**src/rtl/cw_regpath_pkg.sv**
```systemverilog
package cw_regpath_pkg;

    localparam int SEL_W = 3;
    localparam int OP_W  = 5;
    localparam int CW_W  = 3 * SEL_W + OP_W;
    localparam int NREG  = (1 << SEL_W) - 1;

    typedef struct packed {
        logic [SEL_W-1:0] src_a;
        logic [SEL_W-1:0] src_b;
        logic [SEL_W-1:0] dest;
        logic [OP_W-1:0]  op;
    } ctrl_t;

    typedef enum logic [OP_W-1:0] {
        OP_PASS  = 5'b00000,
        OP_INC   = 5'b00001,
        OP_ADD   = 5'b00010,
        OP_SUB   = 5'b00101,
        OP_AND   = 5'b01000,
        OP_OR    = 5'b01010,
        OP_XOR   = 5'b01100,
        OP_NOT   = 5'b01110,
        OP_SHR   = 5'b10000,
        OP_SHL   = 5'b11000
    } alu_op_e;

    function automatic logic op_known(logic [OP_W-1:0] c);
        case (c)
            OP_PASS, OP_INC, OP_ADD, OP_SUB, OP_AND,
            OP_OR, OP_XOR, OP_NOT, OP_SHR, OP_SHL: return 1'b1;
            default:                               return 1'b0;
        endcase
    endfunction

endpackage

```
**src/rtl/cw_dest_decode.sv**
```systemverilog
module cw_dest_decode
    import cw_regpath_pkg::*;
(
    input  logic [SEL_W-1:0] dest,
    output logic [NREG-1:0]  load_en
);
    for (genvar g = 0; g < NREG; g++) begin : g_dec
        assign load_en[g] = (dest == SEL_W'(g + 1));
    end
endmodule

```
**src/rtl/cw_reg_bank.sv**
```systemverilog
module cw_reg_bank
    import cw_regpath_pkg::*;
#(
    parameter int DATA_W = 8
) (
    input  logic              clk,
    input  logic              rst,
    input  logic [NREG-1:0]   load_en,
    input  logic [DATA_W-1:0] wr_data,
    input  logic [SEL_W-1:0]  src_a,
    input  logic [SEL_W-1:0]  src_b,
    input  logic [DATA_W-1:0] ext_data,
    output logic [DATA_W-1:0] bus_a,
    output logic [DATA_W-1:0] bus_b
);
    logic [NREG-1:0][DATA_W-1:0] regs_q;

    always_ff @(posedge clk) begin
        if (rst) begin
            regs_q <= '0;
        end else begin
            for (int i = 0; i < NREG; i++) begin
                if (load_en[i]) regs_q[i] <= wr_data;
            end
        end
    end

    always_comb begin
        bus_a = ext_data;
        bus_b = ext_data;
        for (int k = 1; k <= NREG; k++) begin
            if (src_a == SEL_W'(k)) bus_a = regs_q[k-1];
            if (src_b == SEL_W'(k)) bus_b = regs_q[k-1];
        end
    end
endmodule

```
**src/rtl/cw_alu.sv**
```systemverilog
module cw_alu
    import cw_regpath_pkg::*;
#(
    parameter int DATA_W = 8
) (
    input  logic [OP_W-1:0]   op,
    input  logic [DATA_W-1:0] opa,
    input  logic [DATA_W-1:0] opb,
    output logic [DATA_W-1:0] result
);
    always_comb begin
        case (op)
            OP_PASS: result = opa;
            OP_INC:  result = opa + DATA_W'(1);
            OP_ADD:  result = opa + opb;
            OP_SUB:  result = opa - opb;
            OP_AND:  result = opa & opb;
            OP_OR:   result = opa | opb;
            OP_XOR:  result = opa ^ opb;
            OP_NOT:  result = ~opa;
            OP_SHR:  result = {1'b0, opa[DATA_W-1:1]};
            OP_SHL:  result = {opa[DATA_W-2:0], 1'b0};
            default: result = '0;
        endcase
    end
endmodule

```
**src/rtl/cw_regpath.sv**
```systemverilog
module cw_regpath
    import cw_regpath_pkg::*;
#(
    parameter int DATA_W = 8
) (
    input  logic              clk,
    input  logic              rst,
    input  logic [CW_W-1:0]   ctrl_word,
    input  logic [DATA_W-1:0] ext_data,
    output logic [DATA_W-1:0] alu_out
);
    ctrl_t             cw;
    logic [NREG-1:0]   load_en;
    logic [DATA_W-1:0] bus_a;
    logic [DATA_W-1:0] bus_b;
    logic [DATA_W-1:0] result;

    assign cw = ctrl_t'(ctrl_word);

    cw_dest_decode u_dec (
        .dest    (cw.dest),
        .load_en (load_en)
    );

    cw_reg_bank #(.DATA_W(DATA_W)) u_bank (
        .clk      (clk),
        .rst      (rst),
        .load_en  (load_en),
        .wr_data  (result),
        .src_a    (cw.src_a),
        .src_b    (cw.src_b),
        .ext_data (ext_data),
        .bus_a    (bus_a),
        .bus_b    (bus_b)
    );

    cw_alu #(.DATA_W(DATA_W)) u_alu (
        .op     (cw.op),
        .opa    (bus_a),
        .opb    (bus_b),
        .result (result)
    );

    assign alu_out = result;
endmodule

```
**config.mk**
```make
export PLATFORM = sky130hd
export DESIGN_NAME = cw_regpath
export DESIGN_NICKNAME = d
export VERILOG_FILES = /design/src/rtl/cw_regpath_pkg.sv /design/src/rtl/cw_dest_decode.sv /design/src/rtl/cw_reg_bank.sv /design/src/rtl/cw_alu.sv /design/src/rtl/cw_regpath.sv
export SDC_FILE = /design/constraint.sdc
export NUM_CORES = 1
export LEC_CHECK = 0
export ABC_CLOCK_PERIOD_IN_PS = 14500
export CAP_MARGIN = 20
export CORE_MARGIN = 3
export CORE_UTILIZATION = 40
export CTS_CLUSTER_DIAMETER = 100
export DETAILED_ROUTE_END_ITERATION = 8
export PLACE_DENSITY = 0.55
export SYNTH_ARGS = -nofsm -noshare
export SYNTH_HDL_FRONTEND = slang
export SYNTH_HIERARCHICAL = 1
export SYNTH_SLANG_ARGS = --single-unit
```
**constraint.sdc**
```tcl
create_clock -name clk -period 14.5 [get_ports clk]
set_clock_uncertainty 0.1 [all_clocks]
set_input_delay 4.35 -clock clk [delete_from_list [all_inputs] [get_ports clk]]
set_output_delay 4.35 -clock clk [all_outputs]
set_load 0.005 [all_outputs]
```
# After elaboration in Yosys (flattened, before gate mapping)
# Cells that the tools add are included.
[totals]
inputBits = 24
ff_bits = 56
output_inout_bits = 8
wordCells = 60
[op_classes]
n_bitwise = 4
n_reduce_logical = 1
n_mux = 15
addsub = 3
n_eq_ne = 30
[op_table]
columns = ["cell", "count"]
rows = [
  ["2-to-1 mux 8 bit", 14],
  ["case mux 8 bit (10 select lines)", 1],
  ["== test 3 bit (second input constant)", 12],
  ["== test 5 x 4 -> 1 bit (second input constant)", 4],
  ["== test 3 x 2 -> 1 bit (second input constant)", 6],
  ["== test 5 bit (second input constant)", 2],
  ["== test 3 x 1 -> 1 bit (second input constant)", 3],
  ["adder 8 x 1 -> 8 bit (second input constant)", 1],
  ["adder 8 bit", 1],
  ["bitwise AND 8 bit", 1],
  ["inverter 8 bit", 1],
  ["bitwise OR 8 bit", 1],
  ["subtractor 8 bit", 1],
  ["bitwise XOR 8 bit", 1],
  ["== test 5 x 1 -> 1 bit (second input constant)", 1],
  ["== test 5 x 2 -> 1 bit (second input constant)", 1],
  ["== test 5 x 3 -> 1 bit (second input constant)", 1],
  ["zero test 5 bit", 1],
]

# Logic depth before layout (Yosys ltp)
[logic_depth]
ltp_word = 10
mapped_depth = 18
ltp_nobuf = 17

# Cells and area by module
# Netlist, hierarchy kept.
[by_module_without_submodules]
columns = ["module", "instances", "cells_per_inst", "area_each_um2"]
rows = [
  ["cw_reg_bank", 1, 351, 3201.8],
  ["cw_alu", 1, 189, 1282.5],
  ["cw_dest_decode", 1, 7, 60.1],
]

# Worst setup path before layout
# Ideal clock, no wire load.
[synth_timing]
kind = "input -> output"
from = "input ctrl_word[8]"
to = "output alu_out[6]"
arrival_ns = 7.496
n_path_buf = 2
stages = 13
setup_slack_ns = 2.554
path_cell_list = "buf_2 buf_2 mux4_2 a22o_1 or3_1 nor3_1 a21oi_1 o22ai_1 ha_1 a21o_1 o21bai_1 xnor2_1 o21ai_0"
[synth_via]
elab_chain_len = 10
word_cells_on_any_way = 20
cone_classes = "add/sub (2); eq/ne (7); mux (8); bitwise (3)"
[synth_lines]
columns = ["element", "line", "rtl"]
rows = [
  ["from (decl)", "cw_regpath.sv:8", "input logic [CW_W-1:0] ctrl_word,"],
  ["== test 3 x 1 -> 1 bit", "cw_reg_bank.sv:33", "if (src_b == SEL_W'(k)) bus_b = regs_q[k-1];"],
  ["2-to-1 mux 8 bit (6 in series)", "cw_reg_bank.sv:33", ""],
  ["2-to-1 mux 8 bit (*)", "cw_reg_bank.sv:33", ""],
  ["named net bus_b[2]", "cw_regpath.sv:15", "logic [DATA_W-1:0] bus_b;"],
  ["subtractor 8 bit or adder 8 bit (tied branches)", "cw_alu.sv:16, cw_alu.sv:15", ""],
  ["case mux 8 bit (10 select lines) (*)", "cw_alu.sv:12", "case (op)"],
  ["to (decl)", "cw_regpath.sv:10", "output logic [DATA_W-1:0] alu_out"],
]
# Mark *: on every way through the listed nets, which the timed path passes. The rest lies on a longest branch.

# Worst setup path after layout
[layout_timing]
from = "input ctrl_word[8]"
to = "output alu_out[7]"
# The elaborated chain is that of the path after synthesis.

==> metrics.txt <==
# TYPE chip_impl_metric gauge
chip_impl_metric{name="max_freq",unit="GHz"} 0.07427
chip_impl_info{name="rsz0062_at_grt",value="no"} 1
chip_impl_metric{name="synth-seq-cells",unit=""} 56
chip_impl_metric{name="flow.area_growth_from_synthesis",unit="%"} 12.78
chip_impl_metric{name="floorplan.die.width",unit="microns"} 112.6
chip_impl_info{name="dominantRegCellSynth",value="dfxtp_1"} 1
chip_impl_metric{name="critPathRequiredTime",unit="ps"} 10050
chip_impl_metric{name="postCtsSetupRepairBufs",unit=""} 0
chip_impl_info{name="largest-register",value="u_bank/regs_q"} 1
chip_impl_metric{name="post_cts_resized",unit=""} 0
chip_impl_metric{name="clock_transition_time_at_the_flip_flop_clock_pins_of_the_worst_setup_and_hold_paths",unit="ps"} 80
chip_impl_metric{name="floorplan.die_area",unit="sq um"} 12680
chip_impl_metric{name="portion_of_the_post_synthesis_area_used_by_sequential_elements",unit=""} 0.2467
chip_impl_metric{name="place_congestion",unit=""} 0.9292
chip_impl_metric{name="wl",unit="mm"} 13.24
chip_impl_info{name="cts-root-buf",value="clkbuf_16"} 1
chip_impl_metric{name="grt_pass1_wl",unit="mm"} 21.89
chip_impl_info{name="min_delay_worst_type",value="flip-flop to flip-flop"} 1
chip_impl_metric{name="nNetsFinal",unit=""} 611
chip_impl_metric{name="antenna_found_initial",unit=""} 0
chip_impl_metric{name="num_rows",unit=""} 38
chip_impl_metric{name="drive_gt1_frac",unit=""} 0.08363
chip_impl_metric{name="holdBufCountCts",unit=""} 0
chip_impl_metric{name="dp_hpwl",unit="mm"} 9.889
chip_impl_metric{name="die_h",unit="microns"} 112.6
chip_impl_metric{name="avgRoutedWirePerCell",unit="microns"} 18.86
chip_impl_metric{name="core_area",unit="sq um"} 10980
chip_impl_metric{name="highest_ir_drop_seen_on_vdd",unit="mV"} 0.06976
chip_impl_info{name="cp_cell_sequence",value="clkdlybuf4s50_1, buf_4, mux2i_1, o21ai_1, a22o_1, or3_1, nor3_1, a21oi_1, o22ai_1, ha_1, a21o_1, a21oi_1, o211ai_1, xor2_1, a211o_1, clkdlybuf4s50_1"} 1
chip_impl_metric{name="drt_iter0_drc",unit=""} 259
chip_impl_metric{name="overflow",unit=""} 0
chip_impl_metric{name="synth-edff-count",unit=""} 0
chip_impl_info{name="worst_setup_path_start_kind",value="input port"} 1
chip_impl_metric{name="count_of_pins_on_the_block_boundary",unit=""} 32
chip_impl_metric{name="first_global_vias",unit=""} 3999
chip_impl_metric{name="synth-warning-count",unit=""} 6
chip_impl_metric{name="r2r_slack",unit="ps"} 10470
chip_impl_info{name="status",value="finished, final reports clean"} 1
chip_impl_metric{name="placement.io_buffers",unit=""} 31
chip_impl_metric{name="period_minus_slack",unit="ps"} 13460
chip_impl_metric{name="arrival",unit="ps"} 9010
chip_impl_metric{name="post_synth_inst_count",unit=""} 547
chip_impl_metric{name="setup-violations-final",unit=""} 0
chip_impl_info{name="tritoncts",value="built"} 1
chip_impl_metric{name="asyncSetResetFlopFracSynth",unit=""} 0
chip_impl_metric{name="path_max_fanout",unit=""} 15
chip_impl_metric{name="power_density",unit="nW/um^2"} 76.85
chip_impl_metric{name="report.final.hold_viol_count",unit=""} 0
chip_impl_metric{name="ctsHtreeMaxLevel",unit=""} 2
chip_impl_metric{name="p_leak",unit="nW"} 1.968
chip_impl_metric{name="final_max_slew_viol_count",unit=""} 0
chip_impl_metric{name="syn_area",unit="sq um"} 4544
chip_impl_metric{name="grt.total_usage",unit=""} 0.2118
chip_impl_metric{name="drc",unit=""} 0
chip_impl_metric{name="viasPerCell",unit=""} 5.890
chip_impl_metric{name="drtAntennaViolNets",unit=""} 0
chip_impl_info{name="critPathCaptureType",value="output pin"} 1
chip_impl_metric{name="synth_fp_nets",unit=""} 597
chip_impl_metric{name="synthDistinctLibCells",unit=""} 59
chip_impl_metric{name="detail_route.first_pass.iterations",unit=""} 4
chip_impl_metric{name="tritoncts.num_buffers",unit=""} 5
chip_impl_metric{name="number_of_flip_flops_in_the_largest_register",unit=""} 56
chip_impl_info{name="critPathSlowestCell",value="clkdlybuf4s50_1"} 1
chip_impl_metric{name="detailroute.via_count",unit=""} 4135
chip_impl_metric{name="average_footprint_of_a_synthesized_cell",unit="sq um"} 8.308
chip_impl_metric{name="clkLatencyLatePin",unit="ps"} 290
chip_impl_metric{name="maximum_number_of_pins_on_one_net_before_global_route_repair",unit=""} 57
chip_impl_metric{name="totalNegativeSetupSlack",unit="ps"} 0
chip_impl_metric{name="number_of_inserted_diodes",unit=""} 0
chip_impl_metric{name="cts_num_sinks",unit=""} 56
chip_impl_metric{name="crit_path_max_incr_delay",unit="ps"} 840
chip_impl_metric{name="n_fill_cell",unit=""} 1065
chip_impl_metric{name="clockBufferDepth",unit=""} 2
chip_impl_metric{name="worst-slew-pin-transition",unit="ps"} 1012
chip_impl_metric{name="initial_core_util",unit=""} 0.4138
chip_impl_metric{name="max_cap_viol_count",unit=""} 0
chip_impl_info{name="largestRegisters",value="u_bank/regs_q: 56 flops"} 1
chip_impl_info{name="path_class",value="input port to output pin"} 1
chip_impl_metric{name="slew_headroom",unit=""} 0.3255
chip_impl_metric{name="finalCritPeriodShare",unit=""} 0.9285
chip_impl_metric{name="fin_worst_hold_slack",unit="ps"} 426.0
cells in the final DEF (no fill, tap or decap), drive strengths merged, types with 4 or more instances in the layout:
cell,instances
nor3b,6
and3,7
ha,25
clkdlybuf4s50,29
mux2i,83
mux2,5
a22o,12
xor2,4
o221ai,7
a211oi,6
o2111ai,4
o211ai,6
clkbuf,5
o21ai,41
a21o,4
a22oi,5
mux4,9
nand2,40
nand4,4
inv,23
a21oi,29
buf,14
nor2,75
nor3,5
nor2b,16
dfxtp,56
where the power goes:
part | switching, mW | internal [mW] | leakage [nW]
Sequential | 0.00205 | 0.156 | 0.452
Combinational | 0.0554 | 0.0383 | 1.43
Clock | 0.0596 | 0.0826 | 0.0857
final cells by class:
class / count / area (sq um) / area share
inverters: 23 / 86.33 / 0.01685
clock buffers: 5 / 125.1 / 0.02441
well taps: 140 / 175.2 / 0.03418
clock inverters: 3 / 46.29 / 0.009033
multi-input cells: 432 / 3177 / 0.6199
flip-flops and latches: 56 / 1121 / 0.2188
repair buffers: 43 / 394.1 / 0.07690
cell families (layout without fill, tap and decap cells):
family / Yosys count / after routing / share of synthesized area
xor+xnor: 6 / 6 / 0.01156
flops: 56 / 56 / 0.2467
buf+inv: 59 / 74 / 0.05754
simple gates: 171 / 171 / 0.1814
mux: 97 / 97 / 0.2398
fa+ha+maj: 26 / 26 / 0.07324
compound gates: 132 / 132 / 0.1897
worst max-delay path: cells and delay by family:
kind / cells / cell delay, ps
adders and majority gates: 1 / 320
buffers and inverters: 3 / 1670
muxes: 1 / 220
AOI/OAI and AO/OA: 8 / 1600
and+or+nand+nor: 2 / 680
xor gates and xnor gates: 1 / 170
path summary, 6_finish.rpt:
path                     start           endpoint  depth (start not counted)
max reg2reg  u_bank/regs_q[18]  u_bank/regs_q[15]                         14
min          u_bank/regs_q[50]  u_bank/regs_q[50]                          2
min reg2reg  u_bank/regs_q[50]  u_bank/regs_q[50]                          2
max               ctrl_word[8]         alu_out[7]                         16
per-layer routing:
layer	share of wire	GRT usage	vias up	wire, microns
met3	0.053	0.02803	16	699
met4	0.016	0.04247	0	206
met1	0.47	0.3034	1982	6188
met5	0	0	-	0
met2	0.46	0.3420	125	6144
li1	-	-	2012	-
synth_stat cells, types with 7 or more instances:
| cell type | count | area, sq um |
|---|---|---|
| a21oi_1 | 29 | 145.1 |
| inv_1 | 22 | 82.58 |
| a22o_1 | 12 | 105.1 |
| nor2b_1 | 16 | 100.1 |
| mux4_2 | 9 | 202.7 |
| nor2_1 | 74 | 277.8 |
| dfxtp_1 | 56 | 1121 |
| o21ai_1 | 8 | 40.04 |
| ha_1 | 25 | 312.8 |
| clkbuf_1 | 13 | 48.80 |
| nand2_1 | 40 | 150.1 |
| o21ai_0 | 33 | 165.2 |
| mux2i_1 | 83 | 830.8 |
| buf_2 | 17 | 85.08 |
| o221ai_1 | 7 | 61.31 |
per-stage QoR:
stage	total power, mW	util	cell area, sq um	std cells	worst slack, ps
final	0.3938	0.4666	5125	702	1036
after floorplan	0.2232	-	4544	547	2554
after global placement	0.2526	0.4500	4942	693	1138
after detailed placement	0.2542	0.4510	4954	694	1023
after global routing	0.4140	0.4666	5125	702	682.4
after CTS	0.3985	0.4666	5125	702	1018
(Power assumes the default switching activity.)
